--- src/rtl/pwm_bank_pkg.sv ---
package pwm_bank_pkg;

  // byte offsets inside one channel window
  localparam int unsigned OFF_DIVIDER = 'h00;
  localparam int unsigned OFF_LENGTH  = 'h04;
  localparam int unsigned OFF_HIGH    = 'h08;
  localparam int unsigned OFF_RUN     = 'h18;

  typedef enum logic [2:0] {
    SEL_NONE,
    SEL_DIV,
    SEL_LEN,
    SEL_HIGH,
    SEL_RUN
  } reg_sel_e;

  function automatic reg_sel_e decode_off(input int unsigned off);
    case (off)
      OFF_DIVIDER: return SEL_DIV;
      OFF_LENGTH:  return SEL_LEN;
      OFF_HIGH:    return SEL_HIGH;
      OFF_RUN:     return SEL_RUN;
      default:     return SEL_NONE;
    endcase
  endfunction

endpackage

--- src/rtl/pwm_bank_cfg.sv ---
module pwm_bank_cfg
  import pwm_bank_pkg::*;
#(
  parameter int DIV_W  = 8,
  parameter int LEN_W  = 8,
  parameter int HIGH_W = 16
) (
  input  logic              clk,
  input  logic              rst_n,
  input  reg_sel_e          wr_sel,
  input  logic [HIGH_W-1:0] wr_data,
  input  logic              period_end,
  output logic [DIV_W-1:0]  div_pend,
  output logic [LEN_W-1:0]  len_pend,
  output logic [HIGH_W-1:0] high_pend,
  output logic              run,
  output logic [DIV_W-1:0]  div_act,
  output logic [LEN_W-1:0]  len_act,
  output logic [HIGH_W-1:0] high_act
);

  logic [DIV_W-1:0]  div_pend_n, div_act_n;
  logic [LEN_W-1:0]  len_pend_n, len_act_n;
  logic [HIGH_W-1:0] high_pend_n, high_act_n;
  logic              run_n, armed_q, armed_n, commit;

  // a commit lands when idle or on the closing edge of a period
  assign commit = armed_q && (!run || period_end);

  always_comb begin
    div_pend_n  = div_pend;
    len_pend_n  = len_pend;
    high_pend_n = high_pend;
    run_n       = run;
    armed_n     = armed_q;
    div_act_n   = div_act;
    len_act_n   = len_act;
    high_act_n  = high_act;
    if (commit) begin
      div_act_n  = div_pend;
      len_act_n  = len_pend;
      high_act_n = high_pend;
      armed_n    = 1'b0;
    end
    case (wr_sel)
      SEL_DIV:  div_pend_n = wr_data[DIV_W-1:0];
      SEL_LEN:  len_pend_n = wr_data[LEN_W-1:0];
      SEL_HIGH: begin
        high_pend_n = wr_data;
        armed_n     = 1'b1;
      end
      SEL_RUN:  run_n = wr_data[0];
      default:  ;
    endcase
  end

  always_ff @(posedge clk or negedge rst_n) begin
    if (!rst_n) begin
      div_pend  <= '0;
      len_pend  <= '0;
      high_pend <= '0;
      run       <= 1'b0;
      armed_q   <= 1'b0;
      div_act   <= '0;
      len_act   <= '0;
      high_act  <= '0;
    end else begin
      div_pend  <= div_pend_n;
      len_pend  <= len_pend_n;
      high_pend <= high_pend_n;
      run       <= run_n;
      armed_q   <= armed_n;
      div_act   <= div_act_n;
      len_act   <= len_act_n;
      high_act  <= high_act_n;
    end
  end

endmodule

--- src/rtl/pwm_bank_gen.sv ---
module pwm_bank_gen #(
  parameter int DIV_W  = 8,
  parameter int LEN_W  = 8,
  parameter int HIGH_W = 16
) (
  input  logic              clk,
  input  logic              rst_n,
  input  logic              run,
  input  logic [DIV_W-1:0]  div_act,
  input  logic [LEN_W-1:0]  len_act,
  input  logic [HIGH_W-1:0] high_act,
  output logic              period_end,
  output logic              wave
);

  logic [DIV_W-1:0] pre_q, pre_n;
  logic [LEN_W-1:0] step_q, step_n, last_step;
  logic             step_tick;

  // a zero length is handled as one step per period
  assign last_step  = (len_act == '0) ? '0 : len_act - 1'b1;
  assign step_tick  = (pre_q == div_act);
  assign period_end = run && step_tick && (step_q == last_step);
  assign wave       = run && (HIGH_W'(step_q) < high_act);

  always_comb begin
    pre_n  = pre_q;
    step_n = step_q;
    if (!run) begin
      pre_n  = '0;
      step_n = '0;
    end else if (step_tick) begin
      pre_n  = '0;
      step_n = (step_q == last_step) ? '0 : step_q + 1'b1;
    end else begin
      pre_n  = pre_q + 1'b1;
    end
  end

  always_ff @(posedge clk or negedge rst_n) begin
    if (!rst_n) begin
      pre_q  <= '0;
      step_q <= '0;
    end else begin
      pre_q  <= pre_n;
      step_q <= step_n;
    end
  end

endmodule

--- src/rtl/pwm_bank.sv ---
module pwm_bank
  import pwm_bank_pkg::*;
#(
  parameter int NUM_CH   = 4,
  parameter int ADDR_W   = 8,
  parameter int DATA_W   = 32,
  parameter int CH_SHIFT = 5,
  parameter int DIV_W    = 8,
  parameter int LEN_W    = 8,
  parameter int HIGH_W   = 16
) (
  input  logic              clk,
  input  logic              rst_n,
  input  logic              req_valid,
  input  logic              req_write,
  input  logic [ADDR_W-1:0] req_addr,
  input  logic [DATA_W-1:0] req_wdata,
  output logic [DATA_W-1:0] rsp_rdata,
  output logic [NUM_CH-1:0] pwm_out
);

  localparam int CH_FIELD_W = ADDR_W - CH_SHIFT;

  logic [CH_FIELD_W-1:0] req_ch;
  logic                  ch_hit;
  reg_sel_e              req_sel;
  logic [DATA_W-1:0]     rd_next;
  logic                  unused_wdata_hi;

  logic [NUM_CH-1:0]     ch_run, ch_end;
  reg_sel_e              ch_wsel      [NUM_CH];
  logic [DIV_W-1:0]      ch_div_pend  [NUM_CH];
  logic [LEN_W-1:0]      ch_len_pend  [NUM_CH];
  logic [HIGH_W-1:0]     ch_high_pend [NUM_CH];
  logic [DIV_W-1:0]      ch_div_act   [NUM_CH];
  logic [LEN_W-1:0]      ch_len_act   [NUM_CH];
  logic [HIGH_W-1:0]     ch_high_act  [NUM_CH];

  assign req_ch          = req_addr[ADDR_W-1:CH_SHIFT];
  assign ch_hit          = int'(req_ch) < NUM_CH;
  assign req_sel         = decode_off(int'(req_addr[CH_SHIFT-1:0]));
  assign unused_wdata_hi = ^req_wdata[DATA_W-1:HIGH_W];

  for (genvar i = 0; i < NUM_CH; i++) begin : g_ch
    assign ch_wsel[i] = (req_valid && req_write && ch_hit &&
                         req_ch == CH_FIELD_W'(i)) ? req_sel : SEL_NONE;

    pwm_bank_cfg #(.DIV_W(DIV_W), .LEN_W(LEN_W), .HIGH_W(HIGH_W)) u_cfg (
      .clk        (clk),
      .rst_n      (rst_n),
      .wr_sel     (ch_wsel[i]),
      .wr_data    (req_wdata[HIGH_W-1:0]),
      .period_end (ch_end[i]),
      .div_pend   (ch_div_pend[i]),
      .len_pend   (ch_len_pend[i]),
      .high_pend  (ch_high_pend[i]),
      .run        (ch_run[i]),
      .div_act    (ch_div_act[i]),
      .len_act    (ch_len_act[i]),
      .high_act   (ch_high_act[i])
    );

    pwm_bank_gen #(.DIV_W(DIV_W), .LEN_W(LEN_W), .HIGH_W(HIGH_W)) u_gen (
      .clk        (clk),
      .rst_n      (rst_n),
      .run        (ch_run[i]),
      .div_act    (ch_div_act[i]),
      .len_act    (ch_len_act[i]),
      .high_act   (ch_high_act[i]),
      .period_end (ch_end[i]),
      .wave       (pwm_out[i])
    );
  end

  // read data path: next value, then register
  always_comb begin
    rd_next = '0;
    if (req_valid && !req_write && ch_hit) begin
      for (int i = 0; i < NUM_CH; i++) begin
        if (int'(req_ch) == i) begin
          case (req_sel)
            SEL_DIV:  rd_next = DATA_W'(ch_div_pend[i]);
            SEL_LEN:  rd_next = DATA_W'(ch_len_pend[i]);
            SEL_HIGH: rd_next = DATA_W'(ch_high_pend[i]);
            SEL_RUN:  rd_next = DATA_W'(ch_run[i]);
            default:  rd_next = '0;
          endcase
        end
      end
    end
  end

  always_ff @(posedge clk or negedge rst_n) begin
    if (!rst_n) rsp_rdata <= '0;
    else        rsp_rdata <= rd_next;
  end

endmodule

--- config.mk ---
export PLATFORM = sky130hd
export DESIGN_NAME = pwm_bank
export DESIGN_NICKNAME = d
export VERILOG_FILES = /design/src/rtl/pwm_bank_pkg.sv /design/src/rtl/pwm_bank_cfg.sv /design/src/rtl/pwm_bank_gen.sv /design/src/rtl/pwm_bank.sv
export SDC_FILE = /design/constraint.sdc
export NUM_CORES = 1
export LEC_CHECK = 0
export CORE_MARGIN = 5
export CORE_UTILIZATION = 55
export DETAILED_ROUTE_END_ITERATION = 8
export GPL_ROUTABILITY_DRIVEN = 0
export PLACE_DENSITY = 0.73
export REMOVE_ABC_BUFFERS = 1
export SLEW_MARGIN = 5
export SYNTH_ARGS = -nofsm -noshare
export SYNTH_HDL_FRONTEND = slang
export SYNTH_SLANG_ARGS = --single-unit
--- constraint.sdc ---
create_clock -name clk -period 6.8 [get_ports clk]
set_clock_uncertainty 0.2 [all_clocks]
set_input_delay 1.36 -clock clk [delete_from_list [all_inputs] [get_ports clk]]
set_output_delay 1.36 -clock clk [all_outputs]
set_load 0.01 [all_outputs]
# Word-level counts from Yosys, hierarchy flattened
# Cells that the tools add are included.
# op_classes
addsub	12
magnitude_cmp	5
eq_ne	41
muxes	46
reduce_logical	44
# ops
op	n
16-bit one-hot mux with 4 select lines	4
8-bit 2-to-1 mux	24
32-bit 2-to-1 mux	4
8-bit by 1-bit adder with 8-bit output (second input constant)	8
8-bit equality test	8
8-bit by 16-bit < comparator with 1-bit output	4
3-bit by 2-bit equality test with 1-bit output (second input constant)	13
8-bit zero test	4
8-bit by 1-bit subtractor with 8-bit output (second input constant)	4
1-bit logical AND	24
3-bit equality test (second input constant)	7
3-bit by 1-bit equality test with 1-bit output (second input constant)	6
16-bit 2-to-1 mux	1
3-bit 2-to-1 mux	4
3-bit one-hot mux with 4 select lines	1
1-bit 2-to-1 mux	8
2-bit by 1-bit inequality test with 1-bit output (second input constant)	4
2-bit nonzero test	4
3-bit zero test	2
5-bit by 3-bit equality test with 1-bit output (second input constant)	1
5-bit by 4-bit equality test with 1-bit output (second input constant)	1
5-bit equality test (second input constant)	1
1-bit zero test	5
5-bit zero test	1
2 further kinds	5
# totals
register_bits	360
in_bits	44
output_inout_bits	36
elab_cells	189

# Depth between registers and ports, before layout
# Gate-level depths: netlist of the first run.
# depth
depth_word	9
depth_mapped	11
depth_no_buf	9

# Hierarchy
# From an unflattened synthesis of the first run, not the netlist that was laid out.
# hier_totals
hier_cells	1469
area_unflattened_um2	17540.6
# by_module_without_submodules
module	instances	cells_each	area_per_inst_um2
pwm_bank_cfg	4	144	2494.9
pwm_bank_gen	4	168	1413.9
pwm_bank	1	221	1905.6

# Least setup slack after synthesis of the first run
# No wires, ideal clock.
# synth_timing
kind	input to register
startpoint	input req_addr[2]
endpoint	register g_ch[1].u_cfg.high_pend[10]
arrival_time_ps	3421
required_ps	6475
setup_slack_ps	3054
path_stages	7
n_path_buf	3
cell_sequence	clkbuf_1 > or4b_1 > clkbuf_1 > nand2b_1 > nor2_1 > clkbuf_1 > mux2_2
# synth_via
elab_chain_cells	4
# synth_lines
element	line	text
start, declared	pwm_bank.sv:16	input logic [ADDR_W-1:0] req_addr,
5-bit equality test, or another cell as far along	pwm_bank_pkg.sv:18	case (off)
3-bit one-hot mux with 4 select lines *	pwm_bank_pkg.sv:18	
3-bit 2-to-1 mux *	pwm_bank.sv:46	req_ch == CH_FIELD_W'(i)) ? req_sel : SEL_NONE;
3-bit by 2-bit equality test with 1-bit output *	pwm_bank_cfg.sv:45	case (wr_sel)
end signal, assigned	pwm_bank_cfg.sv:70	high_pend <= high_pend_n;
end, declared	pwm_bank_cfg.sv:15	output logic [HIGH_W-1:0] high_pend,
# Mark *: on every way between the ends. The rest lies on a longest branch, timed or not.
# A chain may end at the register's enable or synchronous reset.

# Worst setup path in the final report of the first run
# layout_timing
startpoint	register g_ch[1].u_gen.step_q[1]
endpoint	output pwm_out[1]
# layout_via
elab_chain_cells	2
# layout_lines
element	line	text
start, declared	pwm_bank_gen.sv:17	logic [LEN_W-1:0] step_q, step_n, last_step;
start signal, assigned	pwm_bank_gen.sv:46	step_q <= step_n;
8-bit by 16-bit < comparator with 1-bit output	pwm_bank_gen.sv:24	assign wave = run && (HIGH_W'(step_q) < high_act);
1-bit logical AND	pwm_bank_gen.sv:24	
end, declared	pwm_bank.sv:19	output logic [NUM_CH-1:0] pwm_out
# No other way between the ends.

==> results.toml, run 1 <==
[cts]
numCtsBuffers = 38
clock-root-buffer = "clkbuf_16"
cts_resized = 0
clockBufferDepth = 3
tritoncts = "done"
clkTransAtPathRegs_ns = 0.06
htree_num_levels = 2
cts_setup_buffers = 0
cts_hold_buf = 0
insertion_delay_ns = 0.52
cts_sinks = 344

[floorplanning]
dieArea_um2 = 35100
die_h_um = 187
ios = 80
die_x_um = 187
row_count = 65
core_um2 = 31300
initial_core_util_pct = 55.2

[worst_setup_path]
end_kind = "output port"
arrival_ns = 3.07
cpMostUsedCell = "a21o_1"
critPathMaxFanout = 7
slowest_stage = "clkdlybuf4s50_1"
cp_num_buf_inv = 1
slowest_delay_ns = 0.66
crit_path_start_kind = "register"
critical_path_class = "reg -> out"
path_delay_family = "compound AO/OA/AOI/OAI gates"
critPathRequiredTime_ns = 5.24
cp_cell_sequence = "ha_1 -> a21o_1 -> a21o_1 -> a21o_1 -> a211oi_1 -> o211ai_1 -> o311ai_0 -> clkdlybuf4s50_1"

[detailed_routing]
dr.pass1.iters = 5
drc_errors = 0
viasPerCell = 5.96
ant_nets = 0
postRouteWirelength_um = 38400
dr.first_iter.drc_count = 810
via_count = 11421
wl_per_cell_um = 20.0

[synthesis]
synth_area_per_cell_um2 = 11.9
synth_cell_type_count = 75
syn_inst = 1452
synth-seq-area-share_pct = 49.8
synth_area_um2 = 17300
synth_enable_flop_cells = 0
synth.ff_latch_count = 344
synth.area.top_cells = "dfrtp_1, mux2_2, mux2_1"
synth_ff_type = "dfrtp_1"
synth.top_cell.area_share_pct = 49.8
yosys_warnings = 0
synthArstFlopShare_pct = 100
synth.largest_area_cell = "dfrtp_1"

[place]
port-buffer-count = 47
dpl.hpwl_um = 26400
place_inst = 1852

[power]
pwr_density_cell_nw_per_um2 = 229
ir_drop_v = 0.000167
power.share.clock_pct = 47.1
combinationalPowerShare_pct = 5.2
p_switching_w = 0.00101
leakagePower_nw = 9.37
seq_power_share_pct = 47.7
p_int_w = 0.00341
p_total_w = 0.00442
swShare_pct = 22.8

[timing]
relSlewSlack_pct = 14.8
setup_tns_ns = 0
finalCriticalPeriod_ns = 4.63
fmax_mhz = 216
final_max_slew_viol_count = 0
holdWs_ns = 0.280
min_period_over_period_pct = 68.1
finalSetupViolCount = 0
rsz0062_at_grt = "false"
final_hold_viol_count = 0
tightestPinTransition_ns = 1.27

[global_route]
grt_max_degree = 149
antenna_found_initial = 1
grt_pass1_vias = 11789
grt_pass1_wl_um = 63500
track_usage_pct = 22.0
grt_overflow = 0

[layout]
areaGrowthSynthToFinish_pct = 11.7
stdcell_count = 1917
fillers = 2422
diodes = 0
drive_gt1_share_pct = 18.2
final_nets = 1574

[status]
status = "finished clean"

[run]
maxCapViolCount = 0

[hold_path]
hold_class = "reg -> reg"
-- power by group through the flow --
stage	registers, W	clock network (W)	logic, W
floorplan	0.00213	0	0.000113
global placement	0.00214	0	0.000226
detailed placement	0.00214	0	0.000232
CTS	0.00210	0.00212	0.000233
global route	0.00211	0.00222	0.000257
finish	0.00211	0.00208	0.000231
-- layout make-up --
class                      count  area (um2)  share of cell area [%]
clock buffer                  48        1050                    5.43
clock inverter                17         219                    1.13
inverter                      59         221                    1.15
multi-input combinational    984        8110                    42.0
sequential                   344        8610                    44.6
tap                          402         503                    2.60
timing repair buffer          63         603                    3.12
-- cell families (layout without fill, tap and decap cells) --
group,Yosys count,count (layout),synth area share [%]
buffers and inverters,139,187,3.71
AND/OR/NAND/NOR,342,342,10.6
AO/OA/AOI/OAI,177,177,6.92
other,1,16,0.0217
flip-flops,344,344,49.8
multiplexers,309,309,21.0
adder cells (fa/ha/maj),40,40,2.89
XOR/XNOR,100,100,5.06
-- final timing paths --
path	startpoint	cells past startpoint	endpoint	slack [ns]
worst max-delay path	g_ch[1].u_gen.step_q[1]	8	pwm_out[1]	2.17
worst min-delay path	g_ch[1].u_cfg.armed_q	1	g_ch[1].u_cfg.armed_q	0.28
worst max register to register	g_ch[0].u_cfg.len_act[0]	9	g_ch[0].u_cfg.len_act[7]	2.65
worst min register to register	g_ch[1].u_cfg.armed_q	1	g_ch[1].u_cfg.armed_q	0.28
max in group asynchronous	rst_n	2	g_ch[3].u_gen.pre_q[0]	4.40
min in group asynchronous	rst_n	1	g_ch[0].u_gen.step_q[4]	0.57
-- layout by cell type, fill, tap and decap left out, drive strengths merged, types with 16 or more instances in the layout --
cell and instances:
xor2 43, and3 37, inv 61, nand3 36
clkdlybuf4s50 45, conb 16, a21oi 42, o21ai 44
dfrtp 344, nand4 17, nor2 89, ha 40
mux2i 34, mux2 267, buf 18, clkbuf 48
nor4 22, nor3 21, o22ai 17, nand2 48
xnor2 57
-- registers in the layout, summed over array words and instances, names as in the netlist --
register and count:
g_ch.u_gen.pre_q 32, g_ch.u_cfg.armed_q 4, g_ch.u_cfg.len_act 32, g_ch.u_cfg.len_pend 32, rsp_rdata 16, g_ch.u_cfg.div_pend 32
g_ch.u_cfg.high_act 64, g_ch.u_cfg.div_act 32, g_ch.u_cfg.high_pend 64, g_ch.u_gen.step_q 32, g_ch.u_cfg.run 4
-- synthesized netlist by cell type (6+ instances only) --
cell / n
a221oi_1: 9
o21ai_1: 6
a211oi_1: 6
nor4_1: 22
a21o_1: 7
mux4_2: 8
a21oi_1: 41
mux2_2: 141
nand2b_1: 9
o21ai_0: 38
or3_1: 12
o221ai_1: 7
mux2_1: 96
nor3b_1: 9
xor2_1: 43
xnor2_1: 57
nand4_1: 17
buf_4: 23
and3_1: 37
nand2_1: 47
mux2i_1: 34
buf_1: 6
inv_1: 59
or4_1: 7
nor3_1: 21
nor2_1: 89
clkbuf_1: 39
dfrtp_1: 344
o22ai_1: 17
nor2b_1: 7
mux2_4: 30
or4b_1: 6
buf_2: 9
ha_1: 40
nand3_1: 36
-- routing by layer --
metal	vias to the layer above	part of all wire [%]	track usage [%]
met5	-	0.050	0
met4	2	2.9	6.77
met3	71	4.6	3.34
met2	274	46	34.8
met1	5799	46	31.8
li1	5275	-	-
-- per-stage QoR --
stage / utilization, % / cell area, um2 / setup slack, ns
CTS: 61.7 / 19300 / 2.18
global placement: 57.6 / 18000 / 2.12
floorplan: - / 16900 / 2.57
global route: 61.7 / 19300 / 2.07
finish: 61.7 / 19300 / 2.17
detailed placement: 57.6 / 18000 / 2.14
No activity file was read; power rests on OpenSTA's default activity.
==> inputs of run 2 (changes only) <==
Clock period 6.8 ns to 4.3 ns, I/O delays scaled along.
==> results.toml, run 2 (synthesis results as in run 1) <==
[worst_setup_path]
cp_cell_sequence = "ha_1 -> a21o_1 -> a21o_1 -> a21o_1 -> a211oi_1 -> o211ai_1 -> o311ai_0 -> clkdlybuf4s50_1"
cpMostUsedCell = "a21o_1"
slowest_stage = "clkdlybuf4s50_1"
slowest_delay_ns = 0.66
arrival_ns = 3.04
cp_num_buf_inv = 1
path_delay_family = "compound AO/OA/AOI/OAI gates"
end_kind = "output port"
r2r_slack_ns = 0.58
reg2reg_to = "g_ch[3].u_cfg.len_act[0]"
rr_worst_depth = 10
crit_path_start_kind = "register"
critPathMaxFanout = 7
critPathRequiredTime_ns = 3.24
critical_path_class = "reg -> out"
cp-startpoint = "g_ch[1].u_gen.step_q[1]"
r2r-start = "g_ch[3].u_cfg.len_act[0]"

[floorplanning]
die_x_um = 187
die_h_um = 187
row_count = 65
ios = 80
dieArea_um2 = 35100
initial_core_util_pct = 55.2
core_um2 = 31300

[layout]
seqCellArea_um2 = 8610
reg.largest.list = "g_ch.u_cfg.high_act: 64 flops, g_ch.u_cfg.high_pend: 64 flops"
drive_gt1_share_pct = 19.0
stdcell_count = 1937
final_common_cell = "dfrtp_1"
stdcell_area_um2 = 19400
diodes = 0
multi_input_area_um2 = 8110
areaGrowthSynthToFinish_pct = 12.0
final_nets = 1590
fillers = 2435
most-common-layout-cells = "dfrtp_1, mux2_2, mux2_1"

[detailed_routing]
viasPerCell = 5.90
postRouteWirelength_um = 39600
drc_errors = 0
ant_nets = 0
dr.first_iter.drc_count = 848
wl_per_cell_um = 20.4
via_count = 11426
dr.pass1.iters = 5

[cts]
clockBufferDepth = 3
numCtsBuffers = 37
htree_num_levels = 2
cts_hold_buf = 0
insertion_delay_ns = 0.52
cts_setup_buffers = 0
cts_resized = 0
cts_sinks = 344
clkTransAtPathRegs_ns = 0.06
tritoncts = "done"
clock-root-buffer = "clkbuf_16"

[place]
port-buffer-count = 47
dpl_cell_area_um2 = 18200
place_ws_ns = 0.621
dpl.hpwl_um = 27700
place_inst = 1869

[global_route]
grt_max_degree = 89
track_usage_pct = 22.5
grt_overflow = 0
grt_pass1_wl_um = 64800
grt_pass1_vias = 11727
antenna_found_initial = 0

[power]
leakagePower_nw = 9.42
ir_drop_v = 0.000286
p_total_w = 0.00679
pwr_density_cell_nw_per_um2 = 351

[run]
maxCapViolCount = 0

[timing]
finalCriticalPeriod_ns = 4.10
final_max_slew_viol_count = 0
min_period_over_period_pct = 95.3
relSlewSlack_pct = 27.3
setup_ws_ns = 0.204
setup_tns_ns = 0
finalSetupViolCount = 0
tightestPinTransition_ns = 1.09
fmax_mhz = 244
rsz0062_at_grt = "false"
final_hold_viol_count = 0

[status]
status = "finished clean"

[hold_path]
hold_class = "in -> async"
run 2: cell types whose count changed in the layout (fill, tap and decap cells not counted), moves of 2 or more:
cell,change
clkbuf_8,-2
bufinv_16,-3
clkinv_2,+6
clkinv_4,-2
clkbuf_1,+4
buf_4,+16
run 2: worst reg2reg max path, delay by kind of cell (launching register included):
kind | cells | cell delay, ns
AOI/OAI and AO/OA | 3 | 0.60
adders and majority gates | 1 | 0.26
buffers and inverters | 2 | 0.52
DFF | 1 | 0.45
muxes | 1 | 0.39
and+or+nand+nor | 3 | 1.18
run 2: through the flow:
| stage | hold slack, ns | utilization, % |
|---|---|---|
| 5_1_grt | 0.197 | 61.9 |
| 3_3_place_gp | 0.261 | 58.1 |
| 6_report | 0.123 | 61.9 |
| 2_1_floorplan | 0.251 | - |
| 4_1_cts | 0.169 | 61.9 |
| 3_5_place_dp | 0.274 | 58.1 |
run 2: worst max path at each step:
stage	endpoint	slack, ns	cells past startpoint
6_report	pwm_out[1]	0.20	8
5_1_grt	pwm_out[1]	0.11	8
4_1_cts	pwm_out[1]	0.21	8
3_5_place_dp	g_ch[1].u_cfg.high_pend[8]	0.62	6
3_3_place_gp	g_ch[1].u_cfg.high_pend[9]	0.65	6
2_1_floorplan	g_ch[2].u_cfg.high_pend[0]	0.57	4
run 2: area by class of cell:
cell class / instances / share of cell area, %
Clock inverter: 17 / 0.639
Sequential cell: 344 / 44.4
Timing Repair Buffer: 80 / 3.84
Multi-Input combinational cell: 984 / 41.9
Clock buffer: 51 / 5.48
Inverter: 59 / 1.14
Tap cell: 402 / 2.60
run 2: report_power, final:
| group | internal (W) | switching [W] |
|---|---|---|
| registers | 0.00328 | 0.0000491 |
| clock network | 0.00180 | 0.00129 |
| logic | 0.000142 | 0.000234 |
| total | 0.00522 | 0.00157 |
run 2: metal layers:
metal  vias up  GRT usage, %  part of all wire, %
met4         0          5.63                  2.3
met3        66          3.36                  4.4
met2       250          37.2                   48
met1      5786          31.7                   45
met5         -             0                    0
li1       5324             -                    -
==> inputs of run 3 (changes only) <==
Settings changed: SLEW_MARGIN 5 to 20.
==> results of run 3 <==
Final layout, timing and power as in run 2 (identical DEF).
